`src/rtl/rdr_pkg.sv`:
```
package rdr_pkg;
  typedef enum logic {
    RQ_IDLE = 1'b0,
    RQ_WAIT = 1'b1
  } req_state_e;
endpackage

```
`src/rtl/rdr_enable_flag.sv`:
```
module rdr_enable_flag (
  input  logic clk,
  input  logic rst,
  input  logic set_i,
  input  logic clr_i,
  output logic en_o
);
  always_ff @(posedge clk) begin
    if (rst)        en_o <= 1'b0;
    else if (clr_i) en_o <= 1'b0;
    else if (set_i) en_o <= 1'b1;
  end
endmodule

```
`src/rtl/rdr_row_ctr.sv`:
```
module rdr_row_ctr #(
  parameter int ROW_W = 8
) (
  input  logic             clk,
  input  logic             rst,
  input  logic             step_i,
  output logic [ROW_W-1:0] row_o
);
  always_ff @(posedge clk) begin
    if (rst)         row_o <= '0;
    else if (step_i) row_o <= row_o + 1'b1;
  end
endmodule

```
`src/rtl/rdr_req_ctrl.sv`:
```
module rdr_req_ctrl
  import rdr_pkg::*;
#(
  parameter int ADDR_W = 16,
  parameter int ROW_W  = 8
) (
  input  logic              clk,
  input  logic              rst,
  input  logic              ale_i,
  input  logic              en_i,
  input  logic [ADDR_W-1:0] slave_addr_i,
  input  logic [ROW_W-1:0]  row_i,
  input  logic              ack_i,
  output logic              take_o,
  output logic              done_o,
  output logic              req_o,
  output logic [ADDR_W-1:0] addr_o,
  output logic              ready_o
);
  req_state_e        state_q;
  logic [ADDR_W-1:0] next_addr;

  generate
    if (ADDR_W > ROW_W) begin : g_split
      assign next_addr = {slave_addr_i[ADDR_W-1:ROW_W], row_i};
    end else begin : g_row_only
      assign next_addr = row_i[ADDR_W-1:0];
    end
  endgenerate

  assign take_o  = ale_i && en_i && (state_q == RQ_IDLE);
  assign done_o  = (state_q == RQ_WAIT) && ack_i;
  assign req_o   = (state_q == RQ_WAIT);
  assign ready_o = (state_q == RQ_IDLE);

  always_ff @(posedge clk) begin
    if (rst) begin
      state_q <= RQ_IDLE;
      addr_o  <= '0;
    end else if (take_o) begin
      state_q <= RQ_WAIT;
      addr_o  <= next_addr;
    end else if (done_o) begin
      state_q <= RQ_IDLE;
    end
  end
endmodule

```
`src/rtl/rdr_period_mon.sv`:
```
module rdr_period_mon #(
  parameter int CNT_W    = 5,
  parameter int MIN_REFS = 8
) (
  input  logic             clk,
  input  logic             rst,
  input  logic             tick_i,
  input  logic             done_i,
  output logic [CNT_W-1:0] count_o,
  output logic             short_o
);
  localparam logic [CNT_W-1:0] CNT_MAX = '1;
  localparam logic [CNT_W-1:0] CNT_MIN = CNT_W'(MIN_REFS);

  logic armed_q;

  always_ff @(posedge clk) begin
    if (rst) begin
      count_o <= '0;
      short_o <= 1'b0;
      armed_q <= 1'b0;
    end else if (tick_i) begin
      short_o <= armed_q && (count_o < CNT_MIN);
      armed_q <= 1'b1;
      count_o <= done_i ? CNT_W'(1) : '0;
    end else begin
      short_o <= 1'b0;
      if (done_i && (count_o != CNT_MAX)) count_o <= count_o + 1'b1;
    end
  end
endmodule

```
`src/rtl/rdr_refresh_seq.sv`:
```
module rdr_refresh_seq #(
  parameter int ADDR_W   = 16,
  parameter int ROW_W    = 8,
  parameter int CNT_W    = 5,
  parameter int MIN_REFS = 8
) (
  input  logic              clk,
  input  logic              rst,
  input  logic              refresh_on,
  input  logic              refresh_off,
  input  logic              slave_ale,
  input  logic [ADDR_W-1:0] slave_addr,
  input  logic              sample_tick,
  output logic              mem_req,
  input  logic              mem_ack,
  output logic [ADDR_W-1:0] mem_addr,
  output logic              slave_ready,
  output logic [CNT_W-1:0]  ref_count,
  output logic              period_short
);
  logic             en_q;
  logic [ROW_W-1:0] row_q;
  logic             take;
  logic             done;

  rdr_enable_flag u_flag (
    .clk(clk), .rst(rst), .set_i(refresh_on), .clr_i(refresh_off), .en_o(en_q)
  );

  rdr_row_ctr #(.ROW_W(ROW_W)) u_row (
    .clk(clk), .rst(rst), .step_i(take), .row_o(row_q)
  );

  rdr_req_ctrl #(.ADDR_W(ADDR_W), .ROW_W(ROW_W)) u_req (
    .clk(clk), .rst(rst), .ale_i(slave_ale), .en_i(en_q),
    .slave_addr_i(slave_addr), .row_i(row_q), .ack_i(mem_ack),
    .take_o(take), .done_o(done), .req_o(mem_req), .addr_o(mem_addr),
    .ready_o(slave_ready)
  );

  rdr_period_mon #(.CNT_W(CNT_W), .MIN_REFS(MIN_REFS)) u_mon (
    .clk(clk), .rst(rst), .tick_i(sample_tick), .done_i(done),
    .count_o(ref_count), .short_o(period_short)
  );
endmodule

```
`config.mk`:
```
export PLATFORM = sky130hd
export DESIGN_NAME = rdr_refresh_seq
export DESIGN_NICKNAME = d
export VERILOG_FILES = /design/src/rtl/rdr_pkg.sv /design/src/rtl/rdr_enable_flag.sv /design/src/rtl/rdr_row_ctr.sv /design/src/rtl/rdr_req_ctrl.sv /design/src/rtl/rdr_period_mon.sv /design/src/rtl/rdr_refresh_seq.sv
export SDC_FILE = /design/constraint.sdc
export NUM_CORES = 1
export LEC_CHECK = 0
export ABC_AREA = 1
export BUFFER_PORTS_ARGS = -buffer_cell sky130_fd_sc_hd__buf_2
export CORE_MARGIN = 3
export CORE_UTILIZATION = 45
export CTS_CLUSTER_SIZE = 12
export DETAILED_ROUTE_END_ITERATION = 16
export GPL_ROUTABILITY_DRIVEN = 1
export HOLD_SLACK_MARGIN = 0.05
export PLACE_DENSITY = 0.83
export SYNTH_ARGS = -nofsm -noshare
export SYNTH_HDL_FRONTEND = slang
export SYNTH_HIERARCHICAL = 1
export SYNTH_SLANG_ARGS = --single-unit
```
`constraint.sdc`:
```
create_clock -name clk -period 1.2 [get_ports clk]
set_input_delay 0.12 -clock clk [delete_from_list [all_inputs] [get_ports clk]]
set_output_delay 0.12 -clock clk [all_outputs]
set_load 0.02 [all_outputs]
```
==> impl_summary.md <==
Die
The placeable core area is a little over 3000 µm². The floorplan step set the die height to 62.9 µm. The initial core utilization is around 47%.

The cell row count is 20. The chip width is between 60 and 70 µm. The number of primary I/O pins is between 40 and 50. The die area is a little under 4000 µm².

Clock network
The CTS clock-pin slew for the worst setup and hold paths is approximately 90 ps. The tree is rooted in a sky130_fd_sc_hd__clkbuf_4. The clock passes through at most 2 buffers. Clock tree synthesis inserted a total of 5 buffers. Counting every sink on the clock net gives 33. The source-to-sink clock delay at the later pin of the worst-skew pair is ~340 ps. The number of levels in the clock H-tree is 2. TritonCTS built the clock tree.

Global routing
The highest-utilization routing layer at the global route stage is met2. The number of antenna violations at the first check in global routing is 0. The global-route wire length before repair is 5400 µm.

The number of global-route vias before repair is 1317. The met1 usage is 18.0%. Entering global routing, the biggest net connects 30 pins. The global-route met3 utilization is about 4.5%. Global routing consumed, over all layers together, ~17% of the routing resources. The remaining global-route overflow is 0. For this run, global-route usage on met2 was measured as 30.8%.

STA
The achievable frequency is slightly above 800 MHz. The pin slew with the least headroom to its limit is approximately 290 ps. The final critical-path share of the clock period is 100%. Setup repair after global routing could not meet its margin everywhere. The headroom to the max-slew limit is just over 80%. The count of final max-slew check failures is 0. The worst setup slack after layout is -3.52 ps. Setup violations remaining at the end of the flow were counted as 3. The post-route minimum period is 1200 ps. The final hold violation count is 0. Clock skew on the completed layout was measured at 13.6 ps.

Route
The average routed wire per standard cell is roughly 10 µm. The length of the first detailed-routing pass in iterations is 4. The count of nets left with antenna violations after detail routing is 0. The final wirelength is between 3000 and 4000 µm. Detailed routing inserted a total of 1405 vias. After detailed routing, the number of vias per cell comes to between 4 and 5.

In this run, the number of DRC markers left after iteration 0 of detailed routing was 92. In the routed design, unresolved DRC markers number 0.

Pwr
The total power density per cell area is between 900 and 1000 nW/µm². The total power of the final layout is roughly 0.0020 W. The leakage power is 1.05 nW.

The worst voltage drop across the vdd grid is around 0.52 mV.

Layout
The net count of the finished layout is 298. The number of antenna diodes in the final layout is 0. The most common cell after layout, fill and taps aside is sky130_fd_sc_hd__nor2_1. Leaving out fill and tap cells, the most frequent cells in the layout are sky130_fd_sc_hd__nor2_1 (49), sky130_fd_sc_hd__nand2_1 (45), sky130_fd_sc_hd__buf_2 (37). Summing all non-filler instances in the final layout gives an area of about 2000 µm². Measured on the finished design, the core utilization comes to between 60% and 70%. The growth of design area from synthesis to finish is 39.3%. The fraction of final layout cells sized beyond drive strength 1 is 32.7%.

Setup path
Traced cell by cell, the critical path runs through ha_4, inv_4, nor2_4, ha_4, nor2_4, nand3_1, nand2_1, nor2_1. For this run, the slowest stage of the critical path takes between 300 and 400 ps. The largest individual stage delay along the critical path comes from the cell sky130_fd_sc_hd__dfxtp_4. The endpoint identified for the worst register-to-register timing path is u_mon/count_o[3]$_SDFFE_PP0P_.

The critical path arrival is between 1000 and 1500 ps. The critical path ends at u_mon/count_o[3]$_SDFFE_PP0P_. The instance count on the critical path is 8. The top fanout value on the critical path is 5.

For the worst setup path, the data required time is approximately 1400 ps. The critical path is of the flop to flop type. The kind of cell adding the most delay to the critical path is flip-flops. Tracing the worst setup path back leads to its startpoint at u_mon/count_o[1]$_SDFFE_PP0P_. The worst register-to-register path begins at u_mon/count_o[1]$_SDFFE_PP0P_. The launching element type of the critical path is a flop. For flop-to-flop paths, the worst setup slack is -4 ps. Together, buffers and inverters on the worst path number 1. For the worst flop-to-flop path, the logic depth is 8.

The critical path endpoint category is a flop.

Place
The total cell area at the placement stage is 1760 µm². During placement, the flow inserted port buffers numbering 38. The congestion estimate from routability-driven global placement came to 0.829.

Detailed placement finished with a half-perimeter wire length of between 2000 and 2500 µm.

Yosys
After Yosys synthesis, full adders, half adders and majority gates account for under 10% of the synthesized area. The total number of yosys warnings is 6. Of the total synthesized cell area, the portion taken by XOR and XNOR cells is 0%. The area share of and/or/nand/nor cells after synthesis is between 30% and 40%. After synthesis, flip-flops and latches occupy about 45% of the total area. In this run, distinct cell masters in the synthesized netlist total 22. The combined area of all synthesized cells is approximately 1500 µm².

In the post-synthesis netlist, the biggest area contributors are sky130_fd_sc_hd__dfxtp_1 (45%), sky130_fd_sc_hd__nor2_1 (13%), sky130_fd_sc_hd__nand2_1 (12%). Counting flops and latches in the post-synthesis netlist gives 33. By area, the combinational part of the netlist is dominated by simple AND/OR/NAND/NOR gates.

The library cell occupying the most area in the post-synthesis netlist is sky130_fd_sc_hd__dfxtp_1. The post-synthesis area per instance is ~7.0 µm². The net count after synthesis is between 200 and 250.

Summing the areas of all compound-gate instances in the mapped netlist gives about 6% of the synthesized area. In this run the biggest area consumer among cell types represents around 45% of the synthesized area. Of the post-synthesis cell area, the part taken by muxes is 0%. Counting every instance in the synthesized netlist gives between 200 and 250.

Status
The checks that failed: setup timing. The run finished, with violations left.

Job
The max-capacitance violation count is 0.

Worst hold path
Counting instances, the worst hold path has a depth of 2. The min-delay analysis places its worst path in the category primary input to flop. The startpoint identified for the worst hold timing path is rst.
synthesized netlist by cell type:
library cell	n
sky130_fd_sc_hd__nor2_1	50
sky130_fd_sc_hd__nand2_1	46
sky130_fd_sc_hd__dfxtp_1	33
sky130_fd_sc_hd__inv_1	32
sky130_fd_sc_hd__a21oi_1	8
sky130_fd_sc_hd__nand2_2	5
sky130_fd_sc_hd__inv_2	4
sky130_fd_sc_hd__nand3_1	4
sky130_fd_sc_hd__o21ai_0	4
sky130_fd_sc_hd__o21ai_1	4
sky130_fd_sc_hd__ha_1	3
sky130_fd_sc_hd__buf_6	2
sky130_fd_sc_hd__nand3_2	2
sky130_fd_sc_hd__nor2_4	2
sky130_fd_sc_hd__nor3_1	2
sky130_fd_sc_hd__a21boi_0	1
sky130_fd_sc_hd__buf_2	1
sky130_fd_sc_hd__buf_4	1
sky130_fd_sc_hd__nand3_4	1
sky130_fd_sc_hd__nand4_1	1
sky130_fd_sc_hd__nor2_2	1
sky130_fd_sc_hd__nor4_1	1
cell type report:
type | instances | area [µm²]
Multi-Input combinational cell | 135 | 703
Clock inverter | 1 | 5.00
Timing Repair Buffer | 61 | 400
Tap cell | 44 | 55.1
Sequential cell | 33 | 676
Inverter | 36 | 148
Clock buffer | 6 | 41.3
Fill cell | 267 | 1050
where the power goes:
group | leakage, nW | internal (W) | switching [W]
registers | 0.272 | 0.00112 | 0.0000185
clock network | 0.0281 | 0.000216 | 0.000363
logic | 0.753 | 0.000108 | 0.000139
total | 1.05 | 0.00145 | 0.000520
through the flow:
stage,setup TNS [ps],setup WS [ps],instances,hold WS [ps]
floorplan,-112,-44.2,208,189
global placement,-34.3,-19.1,293,339
detailed placement,-70.3,-23.0,293,348
CTS,-11.0,-11.0,312,51.5
global route,-420,-86.2,316,78.4
finish,-6.49,-3.52,316,62.9
registers in the layout, indices dropped and copies added, names as in the netlist:
signal and flops:
u_req/addr_o 16, u_row/row_o 8, u_mon/count_o 5, u_flag/en_o 1, u_mon/armed_q 1, u_mon/short_o 1
u_req/req_o 1
kinds of logic after synthesis:
group / after synthesis
AO/OA/AOI/OAI: 17
adder cells (fa/ha/maj): 3
buffers and inverters: 40
flip-flops: 33
AND/OR/NAND/NOR: 115
how the worst min path moves through the flow:
stage	endpoint	slack, ps
final	u_row/row_o[4]$_SDFFE_PP0P_	60
after floorplan	u_req/req_o$_SDFFE_PP0P_	190
after global placement	u_flag/en_o$_SDFFE_PP0P_	340
after CTS	u_row/row_o[4]$_SDFFE_PP0P_	50
after global routing	u_row/row_o[4]$_SDFFE_PP0P_	80
after detailed placement	u_req/addr_o[9]$_SDFFE_PP0P_	350
routing by layer:
layer	share of wire, %	vias to the layer above
met5	0	-
met4	1.2	0
met3	3.6	4
met2	53	27
met1	42	620
li1	-	754
repair_timing:
| item | 4_1_cts | 5_1_grt |
|---|---|---|
| endpoints found under the setup margin | 5 | 23 |
| setup buffers | 1 | 4 |
| hold buffers | 11 | 1 |
| pin swaps | 5 | 8 |
| resized for setup | 6 | 16 |
| hold endpoints to repair | 10 | 1 |
Power figures use the tool's default switching activity.
